[src/rtl/cnt_evt_pkg.sv]
// Shared constants and types for the count threshold event detector.
// Assumes five comparison slots in a fixed order that the flag outputs expose.
package cnt_evt_pkg;
    localparam int CMP_N = 5;

    // Slot order, shared by the enable bits and the captured flags.
    localparam int SLOT_ZERO = 0;
    localparam int SLOT_HLIM = 1;
    localparam int SLOT_LLIM = 2;
    localparam int SLOT_THR0 = 3;
    localparam int SLOT_THR1 = 4;

    // Reset value of the comparison enables: zero and both limits on.
    localparam logic [CMP_N-1:0] EN_RESET = 5'b00111;

    typedef enum logic [1:0] {
        ZM_FELL = 2'd0,   // reached zero from a positive count
        ZM_ROSE = 2'd1,   // reached zero from a negative count
        ZM_NEG  = 2'd2,   // count is negative
        ZM_POS  = 2'd3    // count is positive
    } zero_mode_e;
endpackage

[src/rtl/cnt_evt_cfg.sv]
// Configuration holding registers. All fields load together on wr_i.
// Assumes the bus decode outside produces a single-cycle write strobe.
module cnt_evt_cfg
    import cnt_evt_pkg::*;
#(
    parameter int CNT_W = 16
) (
    input  logic                    clk,
    input  logic                    rst_n,
    input  logic                    wr_i,
    input  logic [CMP_N-1:0]        en_i,
    input  logic signed [CNT_W-1:0] thr0_i,
    input  logic signed [CNT_W-1:0] thr1_i,
    input  logic signed [CNT_W-1:0] hlim_i,
    input  logic signed [CNT_W-1:0] llim_i,
    input  logic                    irq_en_i,
    output logic [CMP_N-1:0]        en_o,
    output logic signed [CNT_W-1:0] thr0_o,
    output logic signed [CNT_W-1:0] thr1_o,
    output logic signed [CNT_W-1:0] hlim_o,
    output logic signed [CNT_W-1:0] llim_o,
    output logic                    irq_en_o
);
    logic [CMP_N-1:0]        en_q;
    logic signed [CNT_W-1:0] thr0_q, thr1_q, hlim_q, llim_q;
    logic                    irq_en_q;

    // Load every field on a write, otherwise hold.
    always_ff @(posedge clk) begin
        if (!rst_n) begin
            en_q     <= EN_RESET;
            thr0_q   <= '0;
            thr1_q   <= '0;
            hlim_q   <= '0;
            llim_q   <= '0;
            irq_en_q <= 1'b0;
        end else if (wr_i) begin
            en_q     <= en_i;
            thr0_q   <= thr0_i;
            thr1_q   <= thr1_i;
            hlim_q   <= hlim_i;
            llim_q   <= llim_i;
            irq_en_q <= irq_en_i;
        end
    end

    assign en_o     = en_q;
    assign thr0_o   = thr0_q;
    assign thr1_o   = thr1_q;
    assign hlim_o   = hlim_q;
    assign llim_o   = llim_q;
    assign irq_en_o = irq_en_q;

    // without a write, the enables hold.
    p_cfg_hold_r11: assert property (@(posedge clk) disable iff (!rst_n)
        !wr_i |=> $stable(en_q));
endmodule

[src/rtl/cnt_evt_track.sv]
// Keeps the previously sampled count and the zero-mode status.
// Assumes the count is sampled once per clock edge.
module cnt_evt_track
    import cnt_evt_pkg::*;
#(
    parameter int CNT_W = 16
) (
    input  logic                    clk,
    input  logic                    rst_n,
    input  logic signed [CNT_W-1:0] count_i,
    output logic signed [CNT_W-1:0] prev_o,
    output zero_mode_e              mode_o
);
    logic signed [CNT_W-1:0] prev_q;
    zero_mode_e              mode_q;

    // Record the last count and classify its sign or zero approach.
    always_ff @(posedge clk) begin
        if (!rst_n) begin
            prev_q <= '0;
            mode_q <= ZM_FELL;
        end else begin
            prev_q <= count_i;
            if (count_i > 0)
                mode_q <= ZM_POS;
            else if (count_i < 0)
                mode_q <= ZM_NEG;
            else if (count_i != prev_q)
                mode_q <= (prev_q > 0) ? ZM_FELL : ZM_ROSE;
        end
    end

    assign prev_o = prev_q;
    assign mode_o = mode_q;

    // the positive code only follows a positive sampled count.
    p_zm_pos_r10: assert property (@(posedge clk) disable iff (!rst_n)
        (mode_q == ZM_POS) |-> ($past(count_i) > 0));
endmodule

[src/rtl/cnt_evt_cmp.sv]
// Bank of equality comparisons. A slot hits only when enabled and when
// the count changed onto its value in this cycle.
// Assumes ref_i slot 0 carries the constant zero.
module cnt_evt_cmp
    import cnt_evt_pkg::*;
#(
    parameter int CNT_W = 16
) (
    input  logic signed [CNT_W-1:0]  count_i,
    input  logic signed [CNT_W-1:0]  prev_i,
    input  logic [CMP_N-1:0]         en_i,
    input  logic [CMP_N-1:0][CNT_W-1:0] ref_i,
    output logic [CMP_N-1:0]         hit_o
);
    logic moved;

    // The count left its previous value.
    assign moved = (count_i != prev_i);

    for (genvar s = 0; s < CMP_N; s++) begin : g_slot
        // One slot: enabled, moved, and equal.
        always_comb hit_o[s] = en_i[s] && moved && (count_i == ref_i[s]);
    end
endmodule

[src/rtl/cnt_evt_irq.sv]
// Interrupt and capture logic: raw bit, masked status, captured hit
// flags and the limit reset request.
// Assumes clr_i is a single-cycle write-one pulse.
module cnt_evt_irq
    import cnt_evt_pkg::*;
(
    input  logic             clk,
    input  logic             rst_n,
    input  logic [CMP_N-1:0] hit_i,
    input  logic             clr_i,
    input  logic             irq_en_i,
    output logic             raw_o,
    output logic             st_o,
    output logic [CMP_N-1:0] flags_o,
    output logic             rst_req_o
);
    logic             raw_q;
    logic [CMP_N-1:0] flags_q;
    logic             rst_req_q;
    logic             any_hit;

    // Any slot hit this cycle.
    assign any_hit = |hit_i;

    // Raw bit: set by a hit, cleared by a clear, hit wins.
    always_ff @(posedge clk) begin
        if (!rst_n)
            raw_q <= 1'b0;
        else if (any_hit)
            raw_q <= 1'b1;
        else if (clr_i)
            raw_q <= 1'b0;
    end

    // Flags capture the hit pattern when no interrupt is pending or on clear.
    always_ff @(posedge clk) begin
        if (!rst_n)
            flags_q <= '0;
        else if (any_hit && (!raw_q || clr_i))
            flags_q <= hit_i;
        else if (clr_i)
            flags_q <= '0;
    end

    // One-cycle request to zero the count on a limit hit.
    always_ff @(posedge clk) begin
        if (!rst_n)
            rst_req_q <= 1'b0;
        else
            rst_req_q <= hit_i[SLOT_HLIM] | hit_i[SLOT_LLIM];
    end

    assign raw_o     = raw_q;
    assign st_o      = raw_q & irq_en_i;
    assign flags_o   = flags_q;
    assign rst_req_o = rst_req_q;

    // a hit always leaves the raw bit set.
    p_raw_set_r6: assert property (@(posedge clk) disable iff (!rst_n)
        any_hit |=> raw_q);
    // pending flags are stable until cleared.
    p_flag_hold_r7: assert property (@(posedge clk) disable iff (!rst_n)
        (raw_q && !clr_i) |=> $stable(flags_q));
    // a clear without a hit empties raw and flags.
    p_clr_r8: assert property (@(posedge clk) disable iff (!rst_n)
        (clr_i && !any_hit) |=> (!raw_q && flags_q == '0));
endmodule

[src/rtl/cnt_evt_detect.sv]
// Top of the count threshold event detector. Wires the configuration
// registers, count tracker, comparison bank and interrupt logic.
// Assumes the count comes from an external counter in the same clock domain.
module cnt_evt_detect
    import cnt_evt_pkg::*;
#(
    parameter int CNT_W = 16
) (
    input  logic                    clk,
    input  logic                    rst_n,
    input  logic signed [CNT_W-1:0] count_i,
    input  logic                    cfg_wr_i,
    input  logic [CMP_N-1:0]        cfg_cmp_en_i,
    input  logic signed [CNT_W-1:0] cfg_thr0_i,
    input  logic signed [CNT_W-1:0] cfg_thr1_i,
    input  logic signed [CNT_W-1:0] cfg_hlim_i,
    input  logic signed [CNT_W-1:0] cfg_llim_i,
    input  logic                    cfg_irq_en_i,
    input  logic                    irq_clr_i,
    output logic                    count_rst_o,
    output logic [CMP_N-1:0]        evt_flags_o,
    output logic [1:0]              zero_mode_o,
    output logic                    irq_raw_o,
    output logic                    irq_st_o
);
    logic [CMP_N-1:0]           en;
    logic signed [CNT_W-1:0]    thr0, thr1, hlim, llim, prev;
    logic                       irq_en;
    logic [CMP_N-1:0][CNT_W-1:0] refs;
    logic [CMP_N-1:0]           hit;
    zero_mode_e                 mode;

    cnt_evt_cfg #(.CNT_W(CNT_W)) u_cfg (
        .clk(clk), .rst_n(rst_n), .wr_i(cfg_wr_i),
        .en_i(cfg_cmp_en_i), .thr0_i(cfg_thr0_i), .thr1_i(cfg_thr1_i),
        .hlim_i(cfg_hlim_i), .llim_i(cfg_llim_i), .irq_en_i(cfg_irq_en_i),
        .en_o(en), .thr0_o(thr0), .thr1_o(thr1),
        .hlim_o(hlim), .llim_o(llim), .irq_en_o(irq_en)
    );

    cnt_evt_track #(.CNT_W(CNT_W)) u_track (
        .clk(clk), .rst_n(rst_n), .count_i(count_i),
        .prev_o(prev), .mode_o(mode)
    );

    // Collect the reference values in slot order.
    always_comb begin
        refs[SLOT_ZERO] = '0;
        refs[SLOT_HLIM] = hlim;
        refs[SLOT_LLIM] = llim;
        refs[SLOT_THR0] = thr0;
        refs[SLOT_THR1] = thr1;
    end

    cnt_evt_cmp #(.CNT_W(CNT_W)) u_cmp (
        .count_i(count_i), .prev_i(prev), .en_i(en),
        .ref_i(refs), .hit_o(hit)
    );

    cnt_evt_irq u_irq (
        .clk(clk), .rst_n(rst_n), .hit_i(hit), .clr_i(irq_clr_i),
        .irq_en_i(irq_en), .raw_o(irq_raw_o), .st_o(irq_st_o),
        .flags_o(evt_flags_o), .rst_req_o(count_rst_o)
    );

    assign zero_mode_o = mode;

    // a limit reset request always comes with a raised interrupt.
    p_rst_raw_r5: assert property (@(posedge clk) disable iff (!rst_n)
        count_rst_o |-> irq_raw_o);
endmodule

[config.mk]
export PLATFORM = sky130hd
export DESIGN_NAME = cnt_evt_detect
export DESIGN_NICKNAME = d
export VERILOG_FILES = /design/src/rtl/cnt_evt_pkg.sv /design/src/rtl/cnt_evt_cfg.sv /design/src/rtl/cnt_evt_track.sv /design/src/rtl/cnt_evt_cmp.sv /design/src/rtl/cnt_evt_irq.sv /design/src/rtl/cnt_evt_detect.sv
export SDC_FILE = /design/constraint.sdc
export NUM_CORES = 1
export LEC_CHECK = 0
export ABC_CLOCK_PERIOD_IN_PS = 3250
export BUFFER_PORTS_ARGS = -buffer_cell sky130_fd_sc_hd__buf_2
export CAP_MARGIN = 10
export CORE_MARGIN = 3
export CORE_UTILIZATION = 35
export CTS_CLUSTER_DIAMETER = 40
export DETAILED_ROUTE_END_ITERATION = 16
export PLACE_DENSITY = 0.52
export RECOVER_POWER = 50
export SLEW_MARGIN = 5
export SYNTH_ARGS = -nofsm -noshare
export SYNTH_HDL_FRONTEND = slang
export SYNTH_SLANG_ARGS = --single-unit
[constraint.sdc]
create_clock -name clk -period 3.25 [get_ports clk]
set_input_delay 0.325 -clock clk [delete_from_list [all_inputs] [get_ports clk]]
set_output_delay 0.325 -clock clk [all_outputs]
set_load 0.05 [all_outputs]
==> results summary <==
The run finished, with violations left. The final reports fail on max-capacitance violations, max-slew violations. The startpoint of the most critical hold path is cfg_cmp_en_i[2]. For this run, design rule violations remaining after detail routing come to 0. The detailed-route wire length is approximately 13,000 um.

The starting density of the core is 36.5%. Clock-pin slew was measured on the worst setup and hold paths at roughly 60 ps. For hold timing, the worst endpoint is u_cfg.en_o[2]. The CTS tree is built. The hold slack is between 200 and 250 ps. The width of the die is 122 um.

The violation count after the first detailed-route iteration came out at roughly 170. The power per standard cell area came out at 475 nW/um^2. 0 antenna diodes ended up in the layout. The startpoint of the worst register-to-register path is u_cfg.llim_o[5]. The final total negative setup slack came out at 0 ps. The fraction of layout cells with a size suffix above 1 came out at 19.3%. The clock skew after layout is 4.09 ps. The number of maximum-capacitance violations came out at 1. Routability-driven placement finished with a final weighted congestion of around 0.84. The internal power of the cells totals 1.93 mW. Subtracting the final worst setup slack from the clock period gives 2210 ps. The top cell type by area accounts for 40.4% of the synthesized area. The number of nets in the layout is 641.

The setup path with the least slack is of type input port to flop. Entering global routing, the biggest net connects 56 pins. The number of nets with antenna violations after routing came out at 0. The post-CTS setup repair buffer count came out at 0. The worst setup path is launched from an input port.

The iteration count of the initial detailed-routing pass came out at 4. The root buffer cell chosen for the clock tree is sky130_fd_sc_hd__clkbuf_16. The number of levels the H-tree was split into came out at 3.

Summed over all instances, the cell type with the most area after synthesis is sky130_fd_sc_hd__dfxtp_1. At the later pin of the worst-skew pair, clock insertion delay measures about 350 ps. The area inside the core boundary is about 13,000 um^2. The final max-slew violation count is between 50 and 60. The number of gates given a new drive strength after cts is 0.

The number of warning messages in the yosys log came out at 0. The leakage component of the power came out at 2.27 nW. The part of the Yosys area used for sequential elements is about two fifths.

The net switching fraction of the power is 25.8%. The worst slew margin relative to its limit is -23.5%. The number of primary I/O pins came out at 100. The number of antenna violations at the first check in global routing came out at 0. The achievable clock frequency is 452 MHz. At the worst endpoint, the required time is 3540 ps. The number of instances in the synthesized netlist is 472. Combinational logic burns 15.1% of the power.

The count of input and output buffers came out at 99. The slew at the pin closest to its max-slew limit came out at 1850 ps. After detailed routing, the average wire length per cell comes to around 18 um.

The endpoint kind of the worst setup timing path is a flop. The end of the worst register-to-register path is u_irq.flags_o[2]. The critical path arrival is 2500 ps. The unique cell type count in the Yosys netlist came out at 41. The maximum fanout count along the critical path is 53. The flop and latch count out of synthesis is 95. In the post-synthesis netlist, the biggest area contributors are sky130_fd_sc_hd__dfxtp_1 (40%), sky130_fd_sc_hd__mux2i_1 (15%), sky130_fd_sc_hd__xnor2_1 (9.7%). Along the worst hold path, the cell count comes to 3.

From synthesis to final layout, the design area changed by 16.4%. In this run the power spent charging and discharging nets is between 600 and 700 uW. Setup violations remaining at the end of the flow were counted as 0. The via count of the first global-routing pass came out at 3,451. The first global-routing pass estimated approximately 20,000 um of wire. The synthesized netlist occupies a cell area of around 4700 um^2. The floorplan has 41 rows. Using the TritonRoute via totals, the vias-per-cell ratio works out to around 4.8.

The flop-to-flop setup slack came out at 1160 ps. The length in cells of the worst reg-to-reg path is 6. The half-perimeter wire length after detailed placement is 9580 um.

For this run the aggregate overflow at the end of global routing stands at 0. The total via count in the routed design is between 3,000 and 4,000. The area enclosed by the die boundary is between 10,000 and 15,000 um^2.

Across the VDD grid, the largest voltage drop is 227 uV. The sequential group share of total power is just under 50%. The mean instance size in the synthesized netlist came out at 9.97 um^2. The worst min-delay path category is input port to flop. The number of buffers on the longest clock path came out at 2.

The y dimension of the die is 122 um. The final number of hold-violating endpoints is 0. Of the available clock period, the critical path in the final layout requires ~68%. The number of hold buffers added after cts is 0.

The number of nets in the synthesized netlist is between 500 and 600. Setup repair after global routing left no endpoint under its margin. Global routing consumed, over all layers together, between 10% and 20% of the routing resources. Clock tree synthesis inserted a total of 9 buffers.

The clock net in this run drives a total of 95 sinks. The part of the power in the clock network is 35.7%.
==> cells in the mapped netlist, drive strengths merged <==
master   instances
a21oi            3
a32o             1
a32oi            1
a41o             1
a41oi            1
and2            21
and3b            1
and4             1
and4b            3
buf             18
clkbuf          16
dfxtp           95
inv              1
mux2i           70
nand2           19
nand2b           3
nand3            7
nand3b           1
nand4           18
nand4b           1
nand4bb          3
nor2             3
nor2b           70
nor3             4
nor4            14
nor4b            2
o21a             2
o21ai            5
o31a             1
o31ai            1
o41a             1
or4              4
xnor2           52
xor2            28
==> layout by cell type (no fill, tap or decap), types with 2 or more instances in the layout <==
| cell | n |
|---|---|
| sky130_fd_sc_hd__a21oi_1 | 3 |
| sky130_fd_sc_hd__and2_0 | 3 |
| sky130_fd_sc_hd__and2_1 | 17 |
| sky130_fd_sc_hd__and4b_1 | 3 |
| sky130_fd_sc_hd__buf_2 | 89 |
| sky130_fd_sc_hd__buf_4 | 2 |
| sky130_fd_sc_hd__clkbuf_1 | 12 |
| sky130_fd_sc_hd__clkbuf_16 | 9 |
| sky130_fd_sc_hd__clkbuf_2 | 2 |
| sky130_fd_sc_hd__clkinv_2 | 2 |
| sky130_fd_sc_hd__dfxtp_1 | 95 |
| sky130_fd_sc_hd__mux2i_1 | 70 |
| sky130_fd_sc_hd__nand2_1 | 19 |
| sky130_fd_sc_hd__nand2b_1 | 3 |
| sky130_fd_sc_hd__nand3_1 | 7 |
| sky130_fd_sc_hd__nand4_1 | 18 |
| sky130_fd_sc_hd__nand4bb_1 | 3 |
| sky130_fd_sc_hd__nor2_1 | 3 |
| sky130_fd_sc_hd__nor2b_1 | 70 |
| sky130_fd_sc_hd__nor3_1 | 4 |
| sky130_fd_sc_hd__nor4_1 | 14 |
| sky130_fd_sc_hd__nor4b_1 | 2 |
| sky130_fd_sc_hd__o21a_1 | 2 |
| sky130_fd_sc_hd__o21ai_0 | 2 |
| sky130_fd_sc_hd__o21ai_1 | 3 |
| sky130_fd_sc_hd__or4_1 | 3 |
| sky130_fd_sc_hd__xnor2_1 | 52 |
| sky130_fd_sc_hd__xor2_1 | 28 |
==> how the worst max path moves through the flow <==
stage	from	end	slack [ps]	cells past startpoint
after floorplan	count_i[10]	u_irq.flags_o[1]	1420	7
after global placement	count_i[5]	u_irq.flags_o[2]	960	7
after detailed placement	count_i[5]	u_irq.flags_o[2]	970	7
after CTS	u_cfg.llim_o[5]	u_irq.flags_o[2]	1170	6
after global routing	rst_n	u_track.prev_o[10]	700	3
final	rst_n	u_track.prev_o[10]	1040	3
==> power by group through the flow <==
stage / clock [mW] / combinational, mW / sequential [mW]
4_1_cts: 0.963 / 0.392 / 1.28
3_3_place_gp: 0 / 0.388 / 1.30
6_report: 0.928 / 0.391 / 1.28
5_1_grt: 1.00 / 0.434 / 1.29
2_1_floorplan: 0 / 0.277 / 1.29
3_5_place_dp: 0 / 0.389 / 1.31
==> sequential cells by signal, indices dropped and copies added (netlist names) <==
name,flops
u_cfg.hlim_o,16
u_cfg.llim_o,16
u_irq.raw_o,1
u_cfg.en_o,5
u_track.prev_o,16
u_cfg.thr0_o,16
u_track.mode_o,2
u_irq.rst_req_o,1
u_cfg.irq_en_o,1
u_cfg.thr1_o,16
u_irq.flags_o,5
==> routing by layer <==
layer	share of wire (%)	global-route usage, %
met5	0	0
met4	1.5	6.23
met3	5.0	3.57
met2	44	27.1
met1	49	25.7
==> metrics by stage <==
stage               total power, mW  worst slack [ps]  instances  cell area [um^2]  utilization [%]
floorplan                      1.57              1420        472              4710                -
global placement               1.69               958        712              5250             40.7
detailed placement             1.70               966        712              5250             40.7
CTS                            2.63              1170        726              5490             42.7
global route                   2.73               701        726              5480             42.5
finish                         2.60              1040        726              5480             42.5
==> worst max-delay path: stages <==
cell	delay, ps
sky130_fd_sc_hd__clkbuf_1	1040
sky130_fd_sc_hd__clkbuf_2	850
sky130_fd_sc_hd__and2_2	260
==> cells by family (layout without fill, tap and decap cells) <==
kind of cell           Yosys count  after routing  share of synthesized area (%)
multiplexers                    70             70                           14.9
flip-flops                      95             95                           40.4
XOR/XNOR                        80             80                           14.9
buffers and inverters           35            117                           4.23
AO/OA/AOI/OAI                   17             17                           2.71
AND/OR/NAND/NOR                175            175                           22.9
==> layout make-up <==
cell class                 count  area [um^2]
fill                        1302         7400
multi-input combinational    342         2610
sequential                    95         1900
timing repair buffer         102          504
clock buffer                  12          236
tap                          172          215
clock inverter                 2         10.0
inverter                       1         3.75
No activity file was read; power rests on OpenSTA's default activity.
